## src/rtl/rtclk_pkg.sv

```systemverilog
package rtclk_pkg;

    typedef enum logic [1:0] {
        CLS_NONE  = 2'b00,
        CLS_PULSE = 2'b01,
        CLS_INPUT = 2'b10,
        CLS_SKIP  = 2'b11
    } cmd_class_e;

    typedef enum logic {
        ST_STOPPED = 1'b0,
        ST_RUNNING = 1'b1
    } run_state_e;

    localparam logic [3:0] FN_START = 4'h0;
    localparam logic [3:0] FN_STOP  = 4'h8;
    localparam logic [3:0] FN_READ  = 4'h8;

endpackage

```

## src/rtl/rtclk_decode.sv

```systemverilog
module rtclk_decode
    import rtclk_pkg::*;
#(
    parameter logic [5:0] DEV_CODE = 6'o40
) (
    input  logic       strobe,
    input  logic [1:0] cls,
    input  logic [3:0] func,
    input  logic [5:0] dev,
    output logic       do_start,
    output logic       do_stop,
    output logic       do_read
);
    logic hit;

    always_comb begin
        hit      = strobe && (dev == DEV_CODE);
        do_start = hit && (cls == CLS_PULSE) && (func == FN_START);
        do_stop  = hit && (cls == CLS_PULSE) && (func == FN_STOP);
        do_read  = hit && (cls == CLS_INPUT) && (func == FN_READ);
    end
endmodule

```

## src/rtl/rtclk_ctrl.sv

```systemverilog
module rtclk_ctrl
    import rtclk_pkg::*;
(
    input  logic clk,
    input  logic rst_n,
    input  logic do_start,
    input  logic do_stop,
    output logic running
);
    run_state_e state_q, state_d;

    // state register
    always_ff @(posedge clk or negedge rst_n) begin
        if (!rst_n) state_q <= ST_STOPPED;
        else        state_q <= state_d;
    end

    // next state: START and HALT transitions
    always_comb begin
        state_d = state_q;
        unique case (state_q)
            ST_STOPPED: if (do_start) state_d = ST_RUNNING;
            ST_RUNNING: if (do_stop)  state_d = ST_STOPPED;
            default:                  state_d = ST_STOPPED;
        endcase
    end

    // outputs
    always_comb begin
        running = (state_q == ST_RUNNING);
    end
endmodule

```

## src/rtl/rtclk_prescale.sv

```systemverilog
module rtclk_prescale #(
    parameter int TICK_CYCLES = 10000
) (
    input  logic clk,
    input  logic rst_n,
    input  logic run,
    output logic tick
);
    generate
        if (TICK_CYCLES <= 1) begin : g_direct
            assign tick = run;
        end else begin : g_div
            localparam int PW = $clog2(TICK_CYCLES);
            localparam logic [PW-1:0] LAST = PW'(TICK_CYCLES - 1);
            logic [PW-1:0] pre_q;
            logic          at_last;

            assign at_last = (pre_q == LAST);
            assign tick    = run && at_last;

            always_ff @(posedge clk or negedge rst_n) begin
                if (!rst_n)       pre_q <= '0;
                else if (!run)    pre_q <= '0;
                else if (at_last) pre_q <= '0;
                else              pre_q <= pre_q + 1'b1;
            end
        end
    endgenerate
endmodule

```

## src/rtl/rtclk_periph.sv

```systemverilog
module rtclk_periph
    import rtclk_pkg::*;
#(
    parameter int         TICK_CYCLES = 10000,
    parameter int         CNT_W       = 16,
    parameter int         CARRY_BIT   = 8,
    parameter logic [5:0] DEV_CODE    = 6'o40
) (
    input  logic             clk,
    input  logic             rst_n,
    input  logic             cmd_strobe,
    input  logic [1:0]       cmd_class,
    input  logic [3:0]       cmd_func,
    input  logic [5:0]       cmd_dev,
    input  logic             irq_ack,
    output logic [CNT_W-1:0] rd_data,
    output logic             rd_valid,
    output logic             skip_out,
    output logic             irq
);
    localparam logic [CARRY_BIT-1:0] LOW_FULL = '1;

    logic             do_start, do_stop, do_read;
    logic             run_w, tick_w, carry_w;
    logic [CNT_W-1:0] cnt_q;

    rtclk_decode #(.DEV_CODE(DEV_CODE)) dec_i (
        .strobe   (cmd_strobe),
        .cls      (cmd_class),
        .func     (cmd_func),
        .dev      (cmd_dev),
        .do_start (do_start),
        .do_stop  (do_stop),
        .do_read  (do_read)
    );

    rtclk_ctrl ctrl_i (
        .clk      (clk),
        .rst_n    (rst_n),
        .do_start (do_start),
        .do_stop  (do_stop),
        .running  (run_w)
    );

    rtclk_prescale #(.TICK_CYCLES(TICK_CYCLES)) pre_i (
        .clk   (clk),
        .rst_n (rst_n),
        .run   (run_w),
        .tick  (tick_w)
    );

    assign carry_w = tick_w && (cnt_q[CARRY_BIT-1:0] == LOW_FULL);

    // tick count, read-only to software, wraps at CNT_W bits
    always_ff @(posedge clk or negedge rst_n) begin
        if (!rst_n)      cnt_q <= '0;
        else if (tick_w) cnt_q <= cnt_q + 1'b1;
    end

    // sticky request; a carry wins over a simultaneous acknowledge
    always_ff @(posedge clk or negedge rst_n) begin
        if (!rst_n) irq <= 1'b0;
        else        irq <= carry_w || (irq && !irq_ack);
    end

    // read response, always ready
    always_ff @(posedge clk or negedge rst_n) begin
        if (!rst_n) begin
            rd_data  <= '0;
            rd_valid <= 1'b0;
            skip_out <= 1'b0;
        end else begin
            rd_data  <= do_read ? cnt_q : '0;
            rd_valid <= do_read;
            skip_out <= do_read;
        end
    end
endmodule

```

## config.mk

```make
export PLATFORM = sky130hd
export DESIGN_NAME = rtclk_periph
export DESIGN_NICKNAME = d
export VERILOG_FILES = /design/src/rtl/rtclk_pkg.sv /design/src/rtl/rtclk_decode.sv /design/src/rtl/rtclk_ctrl.sv /design/src/rtl/rtclk_prescale.sv /design/src/rtl/rtclk_periph.sv
export SDC_FILE = /design/constraint.sdc
export NUM_CORES = 1
export LEC_CHECK = 0
export BUFFER_PORTS_ARGS = -buffer_cell sky130_fd_sc_hd__buf_2
export CAP_MARGIN = 20
export CORE_MARGIN = 3
export CORE_UTILIZATION = 50
export CTS_BUF_LIST = sky130_fd_sc_hd__clkbuf_4 sky130_fd_sc_hd__clkbuf_8 sky130_fd_sc_hd__clkbuf_16
export DETAILED_ROUTE_END_ITERATION = 6
export PLACE_DENSITY_LB_ADDON = 0.05
export SYNTH_ARGS = -nofsm -noshare
export SYNTH_HDL_FRONTEND = slang
export SYNTH_SLANG_ARGS = --single-unit
```

## constraint.sdc

```tcl
create_clock -name clk -period 4.49 [get_ports clk]
set_input_delay 0.898 -clock clk [delete_from_list [all_inputs] [get_ports clk]]
set_output_delay 0.898 -clock clk [all_outputs]
set_load 0.05 [all_outputs]
```

* Yosys cells after proc, flatten, opt, wreduce, memory -nomap -nowiden
Cells that the tools add are included.
** Storage, ports and cells
- Register bits :: 49
- Output and inout port bits :: 19
** Operators by class
- $add $sub $neg :: 2
- Equal/unequal tests :: 6
- Mux-type cells :: 6
- Bitwise operators :: 1
- Reductions and logical operators :: 12
** Operators by type and width (number)
- $mux 14 :: 2
- $add 16x1->16 const B :: 1
- $mux 16 :: 1
- $add 14x1->14 const B :: 1
- $eq 14x14->1 const B :: 1
- $logic_and 1x1->1 :: 9
- $eq 8x8->1 const B :: 1
- $eq 6x6->1 const B :: 1
- $eq 4x4->1 const B :: 1
- $logic_not 4->1 :: 1
- $eq 2x1->1 const B :: 1
- $eq 2x2->1 const B :: 1
- $mux 1 :: 2
- $pmux 1 s2 :: 1
- $logic_not 1->1 :: 1
- $logic_or 1x1->1 :: 1
- $not 1->1 :: 1

* Logic depth before layout (Yosys ltp)
- Depth in word-level cells :: 6
- Mapped depth :: 7
- Gate-level depth less buffers :: 5

* Cells and area by module
Synthesis repeated with hierarchy kept, for this count alone.
** Unflattened totals
- Cell total of the unflattened synthesis :: 184
- Area total of the unflattened synthesis :: 2145.8 µm²
** By module, submodules not included
- rtclk_periph :: instances 1, cells an instance 101, area each 1311.3 µm²
- rtclk_prescale :: instances 1, cells an instance 70, area each 719.4 µm²
- rtclk_decode :: instances 1, cells an instance 10, area each 76.3 µm²
- rtclk_ctrl :: instances 1, cells an instance 3, area each 38.8 µm²

* Worst setup path before layout
Ideal clock, no wire load.
- Path type :: input port to flip-flop
- From :: input cmd_func[1]
- To :: register rd_data[7]
- Setup time :: 0.066 ns
- Arrival time :: 1.904 ns
- Setup slack :: 2.520 ns
- Stages on the path :: 5
- Path through :: nor4b_1 > nand4b_1 > nor3_2 > buf_4 > and2_1
** Between the ends
- Word-level cells in the longest chain between the ends :: 3
** Ends and longest elaborated chain
- start: declaration :: RTL line rtclk_periph.sv:13 : input logic [3:0] cmd_func,
- $eq 4x4->1 :: RTL line rtclk_decode.sv:20 : do_read = hit && (cls == CLS_INPUT) && (func == FN_READ);
- $logic_and 1x1->1 :: RTL line rtclk_decode.sv:20
- net dec_i.do_read :: RTL line rtclk_decode.sv:12 : output logic do_read
- $mux 16 :: RTL line rtclk_periph.sv:73 : rd_data <= do_read ? cnt_q : '0;
- end signal: assignment :: RTL line rtclk_periph.sv:73
- end: declaration :: RTL line rtclk_periph.sv:16 : output logic [CNT_W-1:0] rd_data,
The timed path passes the listed nets, and every way through them passes these cells.
A chain may end at the register's enable or synchronous reset.

* Worst setup path after layout
- From :: input cmd_func[1]
- To :: register rd_data[0]
** Between the ends
- Word-level cells in the longest chain between the ends :: 3
** Ends and longest elaborated chain (RTL line)
- $eq 4x4->1 :: rtclk_decode.sv:20
- $logic_and 1x1->1 :: rtclk_decode.sv:20
- $mux 16 :: rtclk_periph.sv:73
No other way between the ends.

==> impl_metrics.csv <==
group,metric,value,unit
timing,whs,0.439,ns
worst_setup_path,cp_top_family,"simple AND/OR/NAND/NOR gates",
layout,final_common_cell,"dfrtp_1",
global_route,antenna_found_initial,0,
drt,drcViolationCount,0,
timing,finalSetupViolations,0,
clock_network,clockBufferDepth,2,
worst_setup_path,reg2reg_depth,5,
global_route,grt_util_all_layers,16.6,%
clock_network,clock_latency,0.29,ns
placement,place_hpwl,2590,um
drt,drtIter0Drc,67,
synthesis,synth_seq_cells,49,
die,die_h,71.1,um
die,io_pins,35,
global_route,grt_pass1_vias,1424,
worst_setup_path,rrSetupSlack,2.46,ns
hold_path,hold_class,"primary input to asynchronous set/reset pin",
synthesis,synth_area,0.00212,mm2
global_route,grt_max_degree,50,
drt,dr.pass1.iters,4,
drt,wl,3660,um
clock_network,cts_tree,"built",
timing,skew,0.00370,ns
layout,drive_gt1_share,21.3,%
timing,finalHoldViolCount,0,
layout,fin_nets,236,
timing,finalCriticalPeriod,2.23,ns
worst_setup_path,crit_type,"primary input to flip-flop",
die,start_util,52.5,%
layout,n_fill_cell,338,
pwr,p_per_area,359,mW/mm2
worst_setup_path,crit_buf_inv,1,
worst_setup_path,r2r_start,"pre_i.g_div.pre_q[0]$_DFF_PN0_",
clock_network,htreeDepth,2,
layout,diodes,0,
global_route,gr-total-overflow,0,
run_status,status,"finished, final reports clean",
timing,finalMaxSlewViolations,0,
die,die_area,0.00505,mm2
global_route,grt_pass1_wl,6640,um
synthesis,syn_area_per_cell,11.8,um2
worst_setup_path,critPathArrivalTime,2.46,ns
die,die_x,71.1,um
timing,min_period_over_period,49.7,%
drt,vias,1370,
placement,globalplace.congestion,0.808,
timing,worstMarginPinSlew,0.803,ns
synthesis,synthCells,179,
timing,maxSlewHeadroom,46.2,%
pwr,ir_worst_vdd,0.278,mV
timing,fin_tns_setup,0,ns
layout,syn2layout_area_growth,13.4,%
worst_setup_path,cp_slowest_cell,"nor3_2",
die,core,0.00403,mm2
die,num_rows,23,
worst_setup_path,worst_path_largest_cell_delay,0.69,ns
clock_network,cts_root_buf,"clkbuf_8",
drt,detail-route-antenna-nets,0,
synthesis,yosysUniqueCellTypes,31,
clock_network,clk_pin_slew,0.08,ns
clock_network,holdBufCountCts,0,
clock_network,cts_buffers,5,
placement,numPortBuffers,34,
synthesis,ys_warn_count,0,
worst_setup_path,cp_max_fo,17,
layout,layout_common_cells,"49 x dfrtp_1, 34 x buf_2, 19 x xnor2_1, 18 x nor2_1, 17 x and2_1",
clock_network,cts_resized,0,
worst_setup_path,path_cells,"buf_2 > nor4b_1 > nand4b_1 > nor3_2 > and2_1",
worst_setup_path,required,4.72,ns
drt,wire_per_inst,13.8,um
job,maxCapViolCount,0,
timing,clock.fmax,449,MHz
timing,grt_setup_unrepaired,"no",
worst_setup_path,crit_path_end_kind,"flip-flop",
worst_setup_path,critPathLaunchType,"primary input",
drt,vias_per_cell,5.15,
pwr,leakagePower,1.19,nW
synthesis,syn_nets,198,
clock_network,post_cts_buffers,0,
worst_setup_path,timing.rr.end,"cnt_q[8]$_DFFE_PN0P_",
clock_network,cts_sinks,49,
synthesis,seq_area_frac_synth,57.9,%
==> flip-flops by register name (all words and copies together), names as in the netlist <==
name,flops
rd_data,16
rd_valid,1
ctrl_i.running,1
cnt_q,16
irq,1
pre_i.g_div.pre_q,14
==> Yosys cell counts <==
cell type,instances,share of area (%)
nor3_2,1,0.47
buf_4,2,0.71
nor4_1,3,0.89
buf_6,1,0.53
and3b_1,1,0.41
and4bb_1,1,0.59
and2_0,1,0.30
mux2_2,1,0.53
and3_1,4,1.2
nor2_1,18,3.2
o21ai_0,2,0.47
ha_1,3,1.8
nor4b_2,1,0.71
nand4b_1,1,0.41
nor3_1,1,0.24
nand4bb_1,2,1.1
nor4b_1,1,0.41
nand4_2,1,0.59
and2_1,17,5.0
nand4_1,13,3.8
nor3b_1,1,0.35
xnor2_1,19,7.9
buf_2,1,0.24
inv_1,3,0.53
buf_12,1,0.95
mux2i_1,1,0.47
nand2_1,8,1.4
and4_1,3,1.2
xor2_1,8,3.3
dfrtp_1,49,58
nand3_1,10,2.4
==> where the power goes <==
| group | total [mW] | internal (mW) | switching [mW] |
|---|---|---|---|
| combinational | 0.111 | 0.0524 | 0.0586 |
| clock | 0.233 | 0.103 | 0.130 |
| sequential | 0.517 | 0.472 | 0.0454 |
==> per-layer routing <==
metal  up-vias  wire length, um  track usage [%]
li1        683                -                -
met5         -                0                0
met3         4              130             4.40
met1       657             1630             21.0
met2        26             1870             27.6
met4         0               31             5.85
==> how the worst max path moves through the flow <==
stage	startpoint	slack [ns]	depth (start not counted)	end
after floorplan	cmd_func[1]	2.52	5	rd_data[7]$_DFF_PN0_
after global placement	cmd_func[1]	2.15	5	rd_data[8]$_DFF_PN0_
after detailed placement	cmd_func[1]	1.96	5	rd_data[12]$_DFF_PN0_
after CTS	cmd_func[1]	2.27	5	rd_data[12]$_DFF_PN0_
after global routing	cmd_func[1]	2.04	5	rd_data[8]$_DFF_PN0_
final	cmd_func[1]	2.26	5	rd_data[0]$_DFF_PN0_
==> area by class of cell <==
class | instances | area [um2] | share of cell area (%)
inverter | 3 | 11.3 | 0.469
multi-input combinational | 122 | 828 | 34.5
sequential | 49 | 1230 | 51.1
tap | 50 | 62.6 | 2.61
timing repair buffer | 36 | 198 | 8.24
clock inverter | 1 | 5.00 | 0.209
clock buffer | 5 | 68.8 | 2.87
==> metrics by stage <==
| step | power [mW] | worst slack [ns] | area, um2 | std cells | util [%] |
|---|---|---|---|---|---|
| CTS | 0.867 | 2.27 | 2380 | 265 | 59.1 |
| detailed placement | 0.633 | 1.96 | 2310 | 259 | 57.2 |
| floorplan | 0.595 | 2.52 | 2120 | 179 | - |
| global route | 0.917 | 2.04 | 2400 | 266 | 59.6 |
| global placement | 0.630 | 2.15 | 2310 | 259 | 57.2 |
| finish | 0.861 | 2.26 | 2400 | 266 | 59.6 |
==> kinds of logic after synthesis <==
family          count (synthesis)  share of synthesized area, %
flops                          49                          57.9
fa+ha+maj                       3                          1.77
compound gates                  2                         0.473
xor+xnor                       27                          11.2
buf+inv                         8                          2.95
simple gates                   88                          24.7
mux                             2                          1.00
Power figures use the tool's default switching activity.
